[config.mk]
export PLATFORM = sky130hd
export DESIGN_NAME = link_width_fallback
export DESIGN_NICKNAME = d
export VERILOG_FILES = /design/src/rtl/lwf_pkg.sv /design/src/rtl/lwf_lane_window.sv /design/src/rtl/lwf_trial_timer.sv /design/src/rtl/link_width_fallback.sv
export SDC_FILE = /design/constraint.sdc
export NUM_CORES = 1
export LEC_CHECK = 0
export ABC_AREA = 1
export CAP_MARGIN = 20
export CORE_MARGIN = 10
export CORE_UTILIZATION = 57
export DETAILED_ROUTE_END_ITERATION = 6
export PLACE_DENSITY_LB_ADDON = 0.2
export SKIP_LAST_GASP = 1
export SYNTH_ARGS = -nofsm -noshare
export SYNTH_HDL_FRONTEND = slang
export SYNTH_SLANG_ARGS = --single-unit
[constraint.sdc]
create_clock -name clk -period 3.75 [get_ports clk]
set_input_delay 0.5625 -clock clk [delete_from_list [all_inputs] [get_ports clk]]
set_output_delay 0.5625 -clock clk [all_outputs]
set_load 0.01 [all_outputs]
[src/rtl/lwf_pkg.sv]
package lwf_pkg;
  typedef enum logic [2:0] {
    ST_IDLE,
    ST_SELECT,
    ST_TRIAL,
    ST_UP,
    ST_DOWN
  } lwf_state_e;
endpackage

[src/rtl/lwf_lane_window.sv]
// Decides whether a candidate width only touches good lanes in the current orientation.
module lwf_lane_window #(
  parameter int MAX_LANES = 16,
  parameter int CW        = 3
) (
  input  logic [MAX_LANES-1:0] lane_good,
  input  logic [CW-1:0]        span_code,
  input  logic [CW-1:0]        try_code,
  input  logic                 try_rev,
  output logic                 eligible
);
  localparam int LW = $clog2(MAX_LANES) + 1;

  logic [LW-1:0]        span_lanes;
  logic [LW-1:0]        try_lanes;
  logic [LW-1:0]        rev_base;
  logic [MAX_LANES-1:0] used;

  assign span_lanes = LW'(1) << span_code;
  assign try_lanes  = LW'(1) << try_code;
  assign rev_base   = span_lanes - try_lanes;

  for (genvar i = 0; i < MAX_LANES; i++) begin : g_lane
    assign used[i] = try_rev ? ((LW'(i) >= rev_base) && (LW'(i) < span_lanes))
                             : (LW'(i) < try_lanes);
  end

  assign eligible = &(~used | lane_good);
endmodule

[src/rtl/lwf_trial_timer.sv]
// Counts cycles of one trial and flags expiry after TIMEOUT cycles.
module lwf_trial_timer #(
  parameter int TIMEOUT = 64
) (
  input  logic clk,
  input  logic rst_n,
  input  logic run,
  output logic expired
);
  localparam int TW = (TIMEOUT > 2) ? $clog2(TIMEOUT) : 1;

  logic [TW-1:0] cnt_q, cnt_d;
  logic          cnt_en;

  assign expired = run && (cnt_q == TW'(TIMEOUT - 1));

  always_comb begin
    cnt_en = 1'b0;
    cnt_d  = cnt_q;
    if (!run) begin
      cnt_en = (cnt_q != '0);
      cnt_d  = '0;
    end else if (!expired) begin
      cnt_en = 1'b1;
      cnt_d  = cnt_q + TW'(1);
    end
  end

  always_ff @(posedge clk or negedge rst_n) begin
    if (!rst_n)      cnt_q <= '0;
    else if (cnt_en) cnt_q <= cnt_d;
  end

  assert_timer_bound_R6: assert property (@(posedge clk) disable iff (!rst_n)
    cnt_q <= TW'(TIMEOUT - 1));
endmodule

[src/rtl/link_width_fallback.sv]
module link_width_fallback
  import lwf_pkg::*;
#(
  parameter  int MAX_LANES = 16,
  parameter  int TIMEOUT   = 64,
  localparam int LOG_MAX   = $clog2(MAX_LANES),
  localparam int CW        = $clog2(LOG_MAX + 1)
) (
  input  logic                 clk,
  input  logic                 rst_n,
  input  logic                 retrain,
  input  logic [CW-1:0]        prog_width,
  input  logic [CW-1:0]        partner_width,
  input  logic [MAX_LANES-1:0] lane_good,
  input  logic                 trial_pass,
  input  logic                 trial_fail,
  output logic                 trial_req,
  output logic [CW-1:0]        trial_width,
  output logic                 trial_reversed,
  output logic                 link_up,
  output logic                 link_down,
  output logic [CW-1:0]        link_width,
  output logic                 link_reversed
);
  lwf_state_e    state_q, state_d;
  logic [CW-1:0] cur_q, cur_d;
  logic          rev_q, rev_d;
  logic [CW-1:0] lw_q, lw_d;
  logic          lr_q, lr_d;
  logic          lnk_en;
  logic [CW-1:0] prog_c, part_c, cap;
  logic          eligible, expired;
  lwf_state_e    adv_state;
  logic [CW-1:0] adv_cur;
  logic          adv_rev;

  assign prog_c = (prog_width    > CW'(LOG_MAX)) ? CW'(LOG_MAX) : prog_width;
  assign part_c = (partner_width > CW'(LOG_MAX)) ? CW'(LOG_MAX) : partner_width;
  assign cap    = (part_c < prog_c) ? part_c : prog_c;

  lwf_lane_window #(.MAX_LANES(MAX_LANES), .CW(CW)) win_i (
    .lane_good (lane_good),
    .span_code (prog_c),
    .try_code  (cur_q),
    .try_rev   (rev_q),
    .eligible  (eligible)
  );

  lwf_trial_timer #(.TIMEOUT(TIMEOUT)) tmr_i (
    .clk     (clk),
    .rst_n   (rst_n),
    .run     (state_q == ST_TRIAL),
    .expired (expired)
  );

  // Next candidate after a skip or a failed trial.
  always_comb begin
    adv_state = ST_SELECT;
    adv_cur   = cur_q;
    adv_rev   = rev_q;
    if (cur_q != '0) begin
      adv_cur = cur_q - CW'(1);
    end else if (!rev_q) begin
      adv_cur = cap;
      adv_rev = 1'b1;
    end else begin
      adv_state = ST_DOWN;
    end
  end

  always_comb begin
    state_d = state_q;
    cur_d   = cur_q;
    rev_d   = rev_q;
    lnk_en  = 1'b0;
    lw_d    = lw_q;
    lr_d    = lr_q;
    unique case (state_q)
      ST_SELECT: begin
        if (eligible) begin
          state_d = ST_TRIAL;
        end else begin
          state_d = adv_state;
          cur_d   = adv_cur;
          rev_d   = adv_rev;
        end
      end
      ST_TRIAL: begin
        if (trial_pass) begin
          state_d = ST_UP;
          lnk_en  = 1'b1;
          lw_d    = cur_q;
          lr_d    = rev_q;
        end else if (trial_fail || expired) begin
          state_d = adv_state;
          cur_d   = adv_cur;
          rev_d   = adv_rev;
        end
      end
      default: ;
    endcase
    if (retrain) begin
      state_d = ST_SELECT;
      cur_d   = cap;
      rev_d   = 1'b0;
      lnk_en  = 1'b1;
      lw_d    = '0;
      lr_d    = 1'b0;
    end
  end

  always_ff @(posedge clk or negedge rst_n) begin
    if (!rst_n) begin
      state_q <= ST_IDLE;
      cur_q   <= '0;
      rev_q   <= 1'b0;
    end else begin
      state_q <= state_d;
      cur_q   <= cur_d;
      rev_q   <= rev_d;
    end
  end

  always_ff @(posedge clk or negedge rst_n) begin
    if (!rst_n) begin
      lw_q <= '0;
      lr_q <= 1'b0;
    end else if (lnk_en) begin
      lw_q <= lw_d;
      lr_q <= lr_d;
    end
  end

  assign trial_req      = (state_q == ST_TRIAL);
  assign trial_width    = cur_q;
  assign trial_reversed = rev_q;
  assign link_up        = (state_q == ST_UP);
  assign link_down      = (state_q == ST_DOWN);
  assign link_width     = lw_q;
  assign link_reversed  = lr_q;

  assert_exclusive_R1: assert property (@(posedge clk) disable iff (!rst_n)
    $onehot0({trial_req, link_up, link_down}));
  assert_width_capped_R2: assert property (@(posedge clk) disable iff (!rst_n)
    trial_req |-> trial_width <= cap);
  assert_trial_eligible_R3: assert property (@(posedge clk) disable iff (!rst_n)
    trial_req |-> eligible);
  assert_pass_up_R5: assert property (@(posedge clk) disable iff (!rst_n)
    trial_req && trial_pass && !retrain |=> link_up && link_width == $past(trial_width)
      && link_reversed == $past(trial_reversed));
  assert_down_hold_R7: assert property (@(posedge clk) disable iff (!rst_n)
    link_down && !retrain |=> link_down);
  assert_up_stable_R8: assert property (@(posedge clk) disable iff (!rst_n)
    link_up && !retrain |=> link_up && $stable(link_width) && $stable(link_reversed));
  assert_retrain_restart_R9: assert property (@(posedge clk) disable iff (!rst_n)
    retrain |=> !link_up && !link_down && !trial_req);
  assert_pass_wins_R10: assert property (@(posedge clk) disable iff (!rst_n)
    trial_req && trial_pass && trial_fail && !retrain |=> link_up);
endmodule

==> impl_metrics.toml, run 1 <==
[finish]
fin_area_mm2 = 0.00239
area_growth_pct = 22.5
layout_common_cells = "nand2_1, inv_1, clkdlybuf4s50_1"
multi_input_area_mm2 = 0.00128
seqCellArea_um2 = 425
nets = 386
fillers = 304
diodes = 0
layout-drive-gt1-share = 0.104
mostFrequentLayoutCell = "nand2_1"

[clock_tree]
post_cts_resized = 0
clk_pin_slew_ns = 0.10
cts_tree = "done"
cts_root_buf = "clkbuf_4"
cts_made_buffers = 3
clock_path_buffers = 2
insertion_delay_ns = 0.30
cts.sinks = 17
cts_max_level = 1
cts_hold_buf = 0
cts_setup_buffers = 0

[placement]
hpwl_um = 4630
placedInstanceArea_mm2 = 0.00236
portBuffers = 37
gp_congestion = 0.935

[synthesis]
ys_types = 35
synth_top_family_by_area = "simple AND/OR/NAND/NOR gates"
ys.flop_type = "dfrtp_1"
ys_ff_latch = 17
syn-num-nets = 346
ys.warnings.count = 0
yosys.area_share.simple = 0.412
syn-cell-area_mm2 = 0.00195
synth_xor_area_frac = 0.0180
avgSynthCellArea_um2 = 6.37
ys_async_sr_fraction = 1.00
synth-compound-area-share = 0.146
synth_enable_flop_cells = 0
muxShareOfSynthArea = 0
syn_inst = 306
seq_area_frac_synth = 0.218
synth_fa_ha_area_frac = 0.0835

[timing]
worstMarginPinSlew_ns = 0.767
setup_tns_ns = 0
period_minus_slack_ns = 3.18
rsz0062_at_grt = "no"
skew_ns = 0.00735
maxSlewViolCount = 0
fmax_ghz = 0.315
post-route-period-util = 0.847
hold_violations = 0
setup_viol_count_final = 0
slew_headroom = 0.487

[grt]
antenna_found_initial = 0
grt_max_degree = 18
grt_pass1_vias = 2065
grt_pass1_wl_um = 9490
grt_overflow = 0
globalRouteTotalUtil = 0.183

[die]
dieArea_mm2 = 0.00616
pin_count = 38
die_width_um = 78.5
initial_utilization = 0.588
coreArea_mm2 = 0.00331
core.rowCount = 21
die_h_um = 78.5

[critical_path]
crit_start = "prog_width[2]"
r2r_start = "trial_width[1]$_DFFE_PN0P_"
worstSetupEndpointType = "flip-flop"
critPathKind = "input port to flip-flop"
startpoint_type = "input port"
cp_max_fo = 7
cp_data_required_time_ns = 3.94
cp.arrival_ns = 3.37

[run]
max_cap_viol_count = 0

[detailed_routing]
first_pass_iters = 4
route.detailed.drc = 0
drtAntennaViolNets = 0
routed_wl_um = 5700
vias = 2210
avgRoutedWirePerCell_um = 14.6
routed_via_density = 5.65
drtIter0Drc = 257

[power]
ir_drop_v = 0.000371
power_density_mw_per_mm2 = 678
p_leak_nw = 1.18

[run_status]
status = "finished clean"

[min_path]
hp-class = "flip-flop to flip-flop"
hold_path.startpoint = "link_width[1]$_DFFE_PN0P_"
## metrics by stage
step / setup WS [ns] / utilization / cells / total power, mW / hold WS, ns
after floorplan: 1.14 / - / 306 / 1.19 / 0.267
after global placement: 0.312 / 0.713 / 387 / 1.48 / 0.510
after detailed placement: 0.309 / 0.713 / 387 / 1.49 / 0.504
after CTS: 0.615 / 0.721 / 391 / 1.60 / 0.530
after global routing: 0.287 / 0.721 / 391 / 1.77 / 0.559
final: 0.573 / 0.721 / 391 / 1.62 / 0.528
## metal layers
layer  track usage  routed length [um]
met3        0.0490                 499
met5             0                   0
met1         0.233                2500
met2         0.299                2620
met4        0.0412                  84
## final timing paths
kind,end,slack (ns),cells after the start
setup / recovery,trial_width[0]$_DFFE_PN0P_,0.57,21
min in group asynchronous,state_q[2]$_DFFE_PN0P_,0.70,1
setup reg to reg,trial_width[0]$_DFFE_PN0P_,0.58,21
hold / removal,link_width[1]$_DFFE_PN0P_,0.53,2
max in group asynchronous,tmr_i.cnt_q[1]$_DFFE_PN0P_,2.56,1
hold reg to reg,link_width[1]$_DFFE_PN0P_,0.53,2
## Yosys cell counts, types with 3 or more instances
library cell	n	area share
o21ai_0	14	0.036
a21oi_1	14	0.036
nand3_1	27	0.069
ha_1	13	0.083
nor2_2	4	0.013
dfrtp_1	17	0.22
nand2_4	3	0.017
nand3_2	5	0.026
nand2_1	63	0.12
inv_1	52	0.10
nor2_1	31	0.060
nor3_1	12	0.031
o21bai_2	3	0.017
nand2_2	8	0.026
nand4_1	5	0.016
o211ai_1	5	0.019
inv_2	6	0.012
## critical path: stages
cell,delay (ns)
clkdlybuf4s50_1,0.58
nor2_1,0.28
nand2_1,0.15
ha_1,0.23
inv_1,0.06
ha_1,0.13
inv_1,0.05
nand2_2,0.07
nand3_2,0.08
nand2_1,0.09
nand2_1,0.06
nand2_2,0.10
nand3_1,0.11
o21ai_0,0.25
nand2_1,0.09
nand2_1,0.08
nor2_2,0.06
nand3_4,0.11
nand3_2,0.09
nand2_1,0.08
nand2_1,0.05
## logic make-up (layout without fill, tap and decap cells)
family / Yosys count / in the layout
compound gates: 46 / 46
buf+inv: 61 / 100
fa+ha+maj: 13 / 13
simple gates: 165 / 165
xor+xnor: 4 / 4
flops: 17 / 17
## where the power goes
group	total (mW)	internal (mW)	switching, mW	leakage [nW]
Clock	0.103	0.0414	0.0613	0.0150
Combinational	1.22	0.444	0.777	0.942
Sequential	0.294	0.221	0.0731	0.224
Total	1.62	0.706	0.912	1.18
## area by class of cell
class	instances	share of cell area
Tap cell	46	0.0241
Multi-Input combinational cell	228	0.539
Inverter	59	0.0928
Sequential cell	17	0.178
Timing Repair Buffer	37	0.155
Clock buffer	4	0.0110
## sequential cells by signal, indices dropped and copies added (netlist names)
name,count
state_q,3
tmr_i.cnt_q,6
link_reversed,1
link_width,3
trial_reversed,1
trial_width,3
Note: power is estimated with default switching activity, not from simulation.
==> run 2, diff against run 1 <==
--- a/config.mk
+++ b/config.mk
@@ -8,7 +8,7 @@
 export ABC_AREA = 1
 export CAP_MARGIN = 20
 export CORE_MARGIN = 10
-export CORE_UTILIZATION = 57
+export CORE_UTILIZATION = 48
 export DETAILED_ROUTE_END_ITERATION = 6
 export PLACE_DENSITY_LB_ADDON = 0.2
 export SKIP_LAST_GASP = 1
==> constraint.sdc (replaced) <==
create_clock -name clk -period 2.9 [get_ports clk]
set_input_delay 0.435 -clock clk [delete_from_list [all_inputs] [get_ports clk]]
set_output_delay 0.435 -clock clk [all_outputs]
set_load 0.01 [all_outputs]
==> impl_metrics.toml, run 2 (synthesis gave the netlist of run 1 again) <==
[finish]
largest_register_ff_count = 6
diodes = 0
largest-register = "tmr_i.cnt_q"
layout-drive-gt1-share = 0.240
fillers = 351
seqCellArea_um2 = 427
final_cells = 421
mostFrequentLayoutCell = "nand2_1"
area_growth_pct = 41.8
layout_common_cells = "nand2_1, inv_1, clkdlybuf4s50_1"
nets = 412
fin_util = 0.696
multi_input_area_mm2 = 0.00143

[grt]
grt_pass1_wl_um = 9360
busiest_layer = "met2"
met2_usage = 0.251
grt_overflow = 0
use_met3 = 0.0469
grt_pass1_vias = 2097
grt_max_degree = 18
globalRouteTotalUtil = 0.154
antenna_found_initial = 0
met1_usage = 0.194

[timing]
worstMarginPinSlew_ns = 0.759
slew_headroom = 0.492
skew_ns = 0.00258
period_minus_slack_ns = 2.74
fmax_ghz = 0.364
setup_viol_count_final = 0
hold_violations = 0
post-route-period-util = 0.947
maxSlewViolCount = 0

[critical_path]
critPathKind = "flip-flop to flip-flop"
cp.arrival_ns = 2.94
cp_data_required_time_ns = 3.09
cp_cell_sequence = "buf_4, ha_1, inv_1, nor2_4, inv_1, ha_4, buf_4, buf_4, nand2_4, nand3_1, nand2_1, nand3_2, o21bai_4, nand2_2, nor2_4, nand3_4, nand3_4, nand2_1, nand2_1"
worstSetupEndpointType = "flip-flop"
r2r_start = "trial_width[0]$_DFFE_PN0P_"
max_stage_delay_ns = 0.40
r2r_slack_ns = 0.16
r2r-end = "trial_width[2]$_DFFE_PN0P_"
cp_top_family = "simple AND/OR/NAND/NOR gates"
cpMaxStageDelayCell = "dfrtp_1"
crit_buf_inv = 5
startpoint_type = "flip-flop"
worstRegToRegCells = 19
cp_max_fo = 7

[detailed_routing]
avgRoutedWirePerCell_um = 14.1
routed_wl_um = 5960
vias = 2243
drtIter0Drc = 198
routed_via_density = 5.33
drtAntennaViolNets = 0
route.detailed.drc = 0
first_pass_iters = 5

[die]
die_h_um = 83.7
core.rowCount = 23
die_width_um = 83.7
coreArea_mm2 = 0.00397
dieArea_mm2 = 0.00701
initial_utilization = 0.491
pin_count = 38

[clock_tree]
cts_tree = "done"
insertion_delay_ns = 0.25
clock_path_buffers = 2
cts_hold_buf = 0
clk_pin_slew_ns = 0.07
cts_root_buf = "clkbuf_8"
cts_max_level = 1
cts_made_buffers = 3
cts.sinks = 17

[run]
max_cap_viol_count = 0

[placement]
portBuffers = 37
place_inst = 410
hpwl_um = 4530
gp_congestion = 0.914

[power]
ir_drop_v = 0.000475
p_leak_nw = 1.35
power_density_mw_per_mm2 = 889

[run_status]
status = "finished clean"

[min_path]
hold_path.startpoint = "link_reversed$_DFFE_PN0P_"
hold_end = "link_reversed$_DFFE_PN0P_"
hp-class = "flip-flop to flip-flop"
hold_depth = 2
==> run 2: changes by cell type in the layout (fill, tap and decap cells not counted), moves of 4 or more <==
cell	change
ha_4	+4
inv_1	-6
ha_1	-6
nor2_1	-5
inv_2	+6
buf_4	+25
==> run 2: through the flow <==
stage / hold slack (ns) / worst slack (ns) / area [um2] / power [mW] / TNS [ns]
after floorplan: 0.139 / 0.292 / 1950 / 1.53 / 0
after global placement: 0.494 / -0.0747 / 2510 / 1.97 / -0.311
after detailed placement: 0.508 / -0.145 / 2510 / 1.99 / -0.790
after global routing: 0.567 / -0.0465 / 2760 / 2.70 / -0.101
after CTS: 0.524 / 0.0163 / 2550 / 2.18 / 0
final: 0.535 / 0.155 / 2760 / 2.46 / 0
==> run 2: layer usage <==
metal / wire length, um / share of wire
met5: 0 / 0
met3: 496 / 0.083
met2: 2780 / 0.47
met1: 2560 / 0.43
met4: 114 / 0.019
==> run 2: timing repair <==
action	4_1_cts	5_1_grt
endpoints found under the setup margin	0	7
gates resized for setup	0	40
setup buffers	0	7
endpoints found under the hold margin	0	0
==> run 2: cell type report <==
class,count,area share
clock inverter,1,0.00181
clock buffer,3,0.0149
sequential,17,0.154
inverter,59,0.0802
multi-input combinational,228,0.517
tap,50,0.0226
timing repair buffer,63,0.209
==> run 2: worst min-delay path, cell delays in order (launching register included) <==
cell and delay (ns):
dfrtp_1 0.35, nand3_1 0.08, o21ai_0 0.07
==> run 2: power breakdown <==
group | switching (mW) | internal (mW) | leakage (nW)
combinational | 1.13 | 0.774 | 1.10
sequential | 0.0875 | 0.288 | 0.223
clock | 0.0841 | 0.0955 | 0.0255
total | 1.30 | 1.16 | 1.35
==> run 2: how the worst max path moves through the flow <==
stage / end / cells after the start / from / slack (ns)
after floorplan: trial_width[0]$_DFFE_PN0P_ / 22 / trial_width[0]$_DFFE_PN0P_ / 0.29
after global placement: trial_width[2]$_DFFE_PN0P_ / 21 / prog_width[2] / -0.07
after detailed placement: trial_width[2]$_DFFE_PN0P_ / 21 / prog_width[2] / -0.15
after CTS: trial_width[2]$_DFFE_PN0P_ / 22 / trial_width[1]$_DFFE_PN0P_ / 0.02
after global routing: trial_width[2]$_DFFE_PN0P_ / 21 / trial_width[1]$_DFFE_PN0P_ / -0.05
final: trial_width[2]$_DFFE_PN0P_ / 19 / trial_width[0]$_DFFE_PN0P_ / 0.16
==> run 3, diff against run 2 <==
--- a/config.mk
+++ b/config.mk
@@ -7,8 +7,10 @@
 export LEC_CHECK = 0
 export ABC_AREA = 1
 export CAP_MARGIN = 20
+export CELL_PAD_IN_SITES_DETAIL_PLACEMENT = 2
+export CELL_PAD_IN_SITES_GLOBAL_PLACEMENT = 2
 export CORE_MARGIN = 10
-export CORE_UTILIZATION = 48
+export CORE_UTILIZATION = 25
 export DETAILED_ROUTE_END_ITERATION = 6
 export PLACE_DENSITY_LB_ADDON = 0.2
 export SKIP_LAST_GASP = 1
==> constraint.sdc (replaced) <==
create_clock -name clk -period 2.9 [get_ports clk]
set_input_delay 0.87 -clock clk [delete_from_list [all_inputs] [get_ports clk]]
set_output_delay 0.87 -clock clk [all_outputs]
set_load 0.01 [all_outputs]
==> impl_metrics.toml, run 3 (synthesis gave the netlist of run 1 again) <==
[timing]
maxSlewViolCount = 0
post-route-period-util = 1.03
setup_tns_ns = -0.0785
slew_headroom = 0.641
period_minus_slack_ns = 2.98
fmax_ghz = 0.336
hold_violations = 0
layout_setup_ws_ns = -0.0780
holdWs_ns = 0.540
worstMarginPinSlew_ns = 0.536
skew_ns = 0.00590
setup_viol_count_final = 2

[detailed_routing]
avgRoutedWirePerCell_um = 19.9
first_pass_iters = 4
route.detailed.drc = 0
drtAntennaViolNets = 0
drtIter0Drc = 65
vias = 2457
routed_via_density = 4.88
routed_wl_um = 10000

[min_path]
hold_path.startpoint = "link_width[1]$_DFFE_PN0P_"
hp-class = "flip-flop to flip-flop"

[finish]
nets = 443
largest-register = "tmr_i.cnt_q"
diodes = 0
final_cells = 504
fin_util = 0.416
largest_register_ff_count = 6
area_growth_pct = 63.4
layout_common_cells = "nand2_1, buf_4, inv_1"
layout-drive-gt1-share = 0.361

[run_status]
violations = "setup timing"
status = "finished with violations"

[critical_path]
startpoint_type = "input port"
critPathKind = "input port to flip-flop"
cp_data_required_time_ns = 3.10
worstRegToRegCells = 21
crit_start = "prog_width[1]"
cp_max_fo = 7
endpoint = "trial_width[2]$_DFFE_PN0P_"
r2r_slack_ns = -0.04
r2r-end = "trial_width[2]$_DFFE_PN0P_"
worstSetupEndpointType = "flip-flop"
r2r_start = "trial_width[0]$_DFFE_PN0P_"
cp.arrival_ns = 3.17

[clock_tree]
insertion_delay_ns = 0.27
cts_root_buf = "clkbuf_8"
cts_max_level = 1
cts_made_buffers = 3
clk_pin_slew_ns = 0.08
cts_tree = "done"
clock_path_buffers = 2
cts.sinks = 17

[placement]
portBuffers = 37
hpwl_um = 6740
place_inst = 480
gp_congestion = 0.811

[power]
p_leak_nw = 1.51
ir_drop_v = 0.000338
power_density_mw_per_mm2 = 969

[die]
pin_count = 38
coreArea_mm2 = 0.00765
die_width_um = 108
core.rowCount = 32
initial_utilization = 0.255
die_h_um = 108
dieArea_mm2 = 0.0117

[run]
max_cap_viol_count = 0

[grt]
grt_pass1_wl_um = 13500
grt_max_degree = 18
globalRouteTotalUtil = 0.142
grt_pass1_vias = 2642
grt_overflow = 0
antenna_found_initial = 0
[run 3: worst min path at each step]
stage                                      to  slack, ns  cells after the start
floorplan              state_q[0]$_DFFE_PN0P_       0.52                      2
global placement    link_width[1]$_DFFE_PN0P_       0.52                      2
detailed placement  link_width[1]$_DFFE_PN0P_       0.53                      2
CTS                 link_width[1]$_DFFE_PN0P_       0.56                      2
global route        link_width[1]$_DFFE_PN0P_       0.62                      2
finish              link_width[1]$_DFFE_PN0P_       0.54                      2
[run 3: what timing repair did]
item,in CTS,in global routing
setup buffers,10,11
gates resized for setup,47,47
endpoints found under the hold margin,0,0
hold buffers,0,0
endpoints found under the setup margin,7,7
pin swaps,25,27
[run 3: layout make-up]
cell class / count / area (um2)
flip-flops and latches: 17 / 427
repair buffers: 94 / 807
inverters: 59 / 231
clock buffers: 3 / 41.3
fillers: 902 / 4460
well taps: 102 / 128
clock inverters: 1 / 7.51
multi-input cells: 228 / 1540
[run 3: power by group]
group | leakage [nW] | total [mW] | internal, mW | switching [mW]
Clock | 0.0217 | 0.202 | 0.0974 | 0.104
Combinational | 1.26 | 2.52 | 1.03 | 1.49
Sequential | 0.223 | 0.367 | 0.287 | 0.0793
[run 3: routing by layer]
| metal | up-vias | global-route usage | routed length (um) | share of wire |
|---|---|---|---|---|
| met2 | 49 | 0.262 | 5140 | 0.51 |
| met5 | - | 0 | 0 | 0 |
| li1 | 1185 | - | - | - |
| met3 | 20 | 0.0238 | 315 | 0.031 |
| met4 | 0 | 0.0160 | 312 | 0.031 |
| met1 | 1203 | 0.172 | 4240 | 0.42 |
[run 3: per-stage QoR]
step	worst slack (ns)	area (um2)	power (mW)
2_1_floorplan	0.162	1950	1.53
3_3_place_gp	-0.486	2710	2.17
3_5_place_dp	-0.711	2710	2.24
4_1_cts	0.00381	2960	2.65
5_1_grt	-0.210	3180	3.35
6_report	-0.0780	3180	3.09
[run 3: worst max-delay path, cell delays in order]
cell and delay (ns):
buf_4 0.13, inv_4 0.07, buf_6 0.10, nand3_4 0.09, xnor2_4 0.16, ha_4 0.19
inv_4 0.07, nand2_4 0.06, nand2_4 0.09, nand2_8 0.07, buf_6 0.12, o211ai_1 0.21
nor2_1 0.09, o21bai_2 0.15, nand2_2 0.08, nor2_4 0.14, nand3_4 0.15, nand3_4 0.11
nand2_1 0.09, nand2_1 0.11
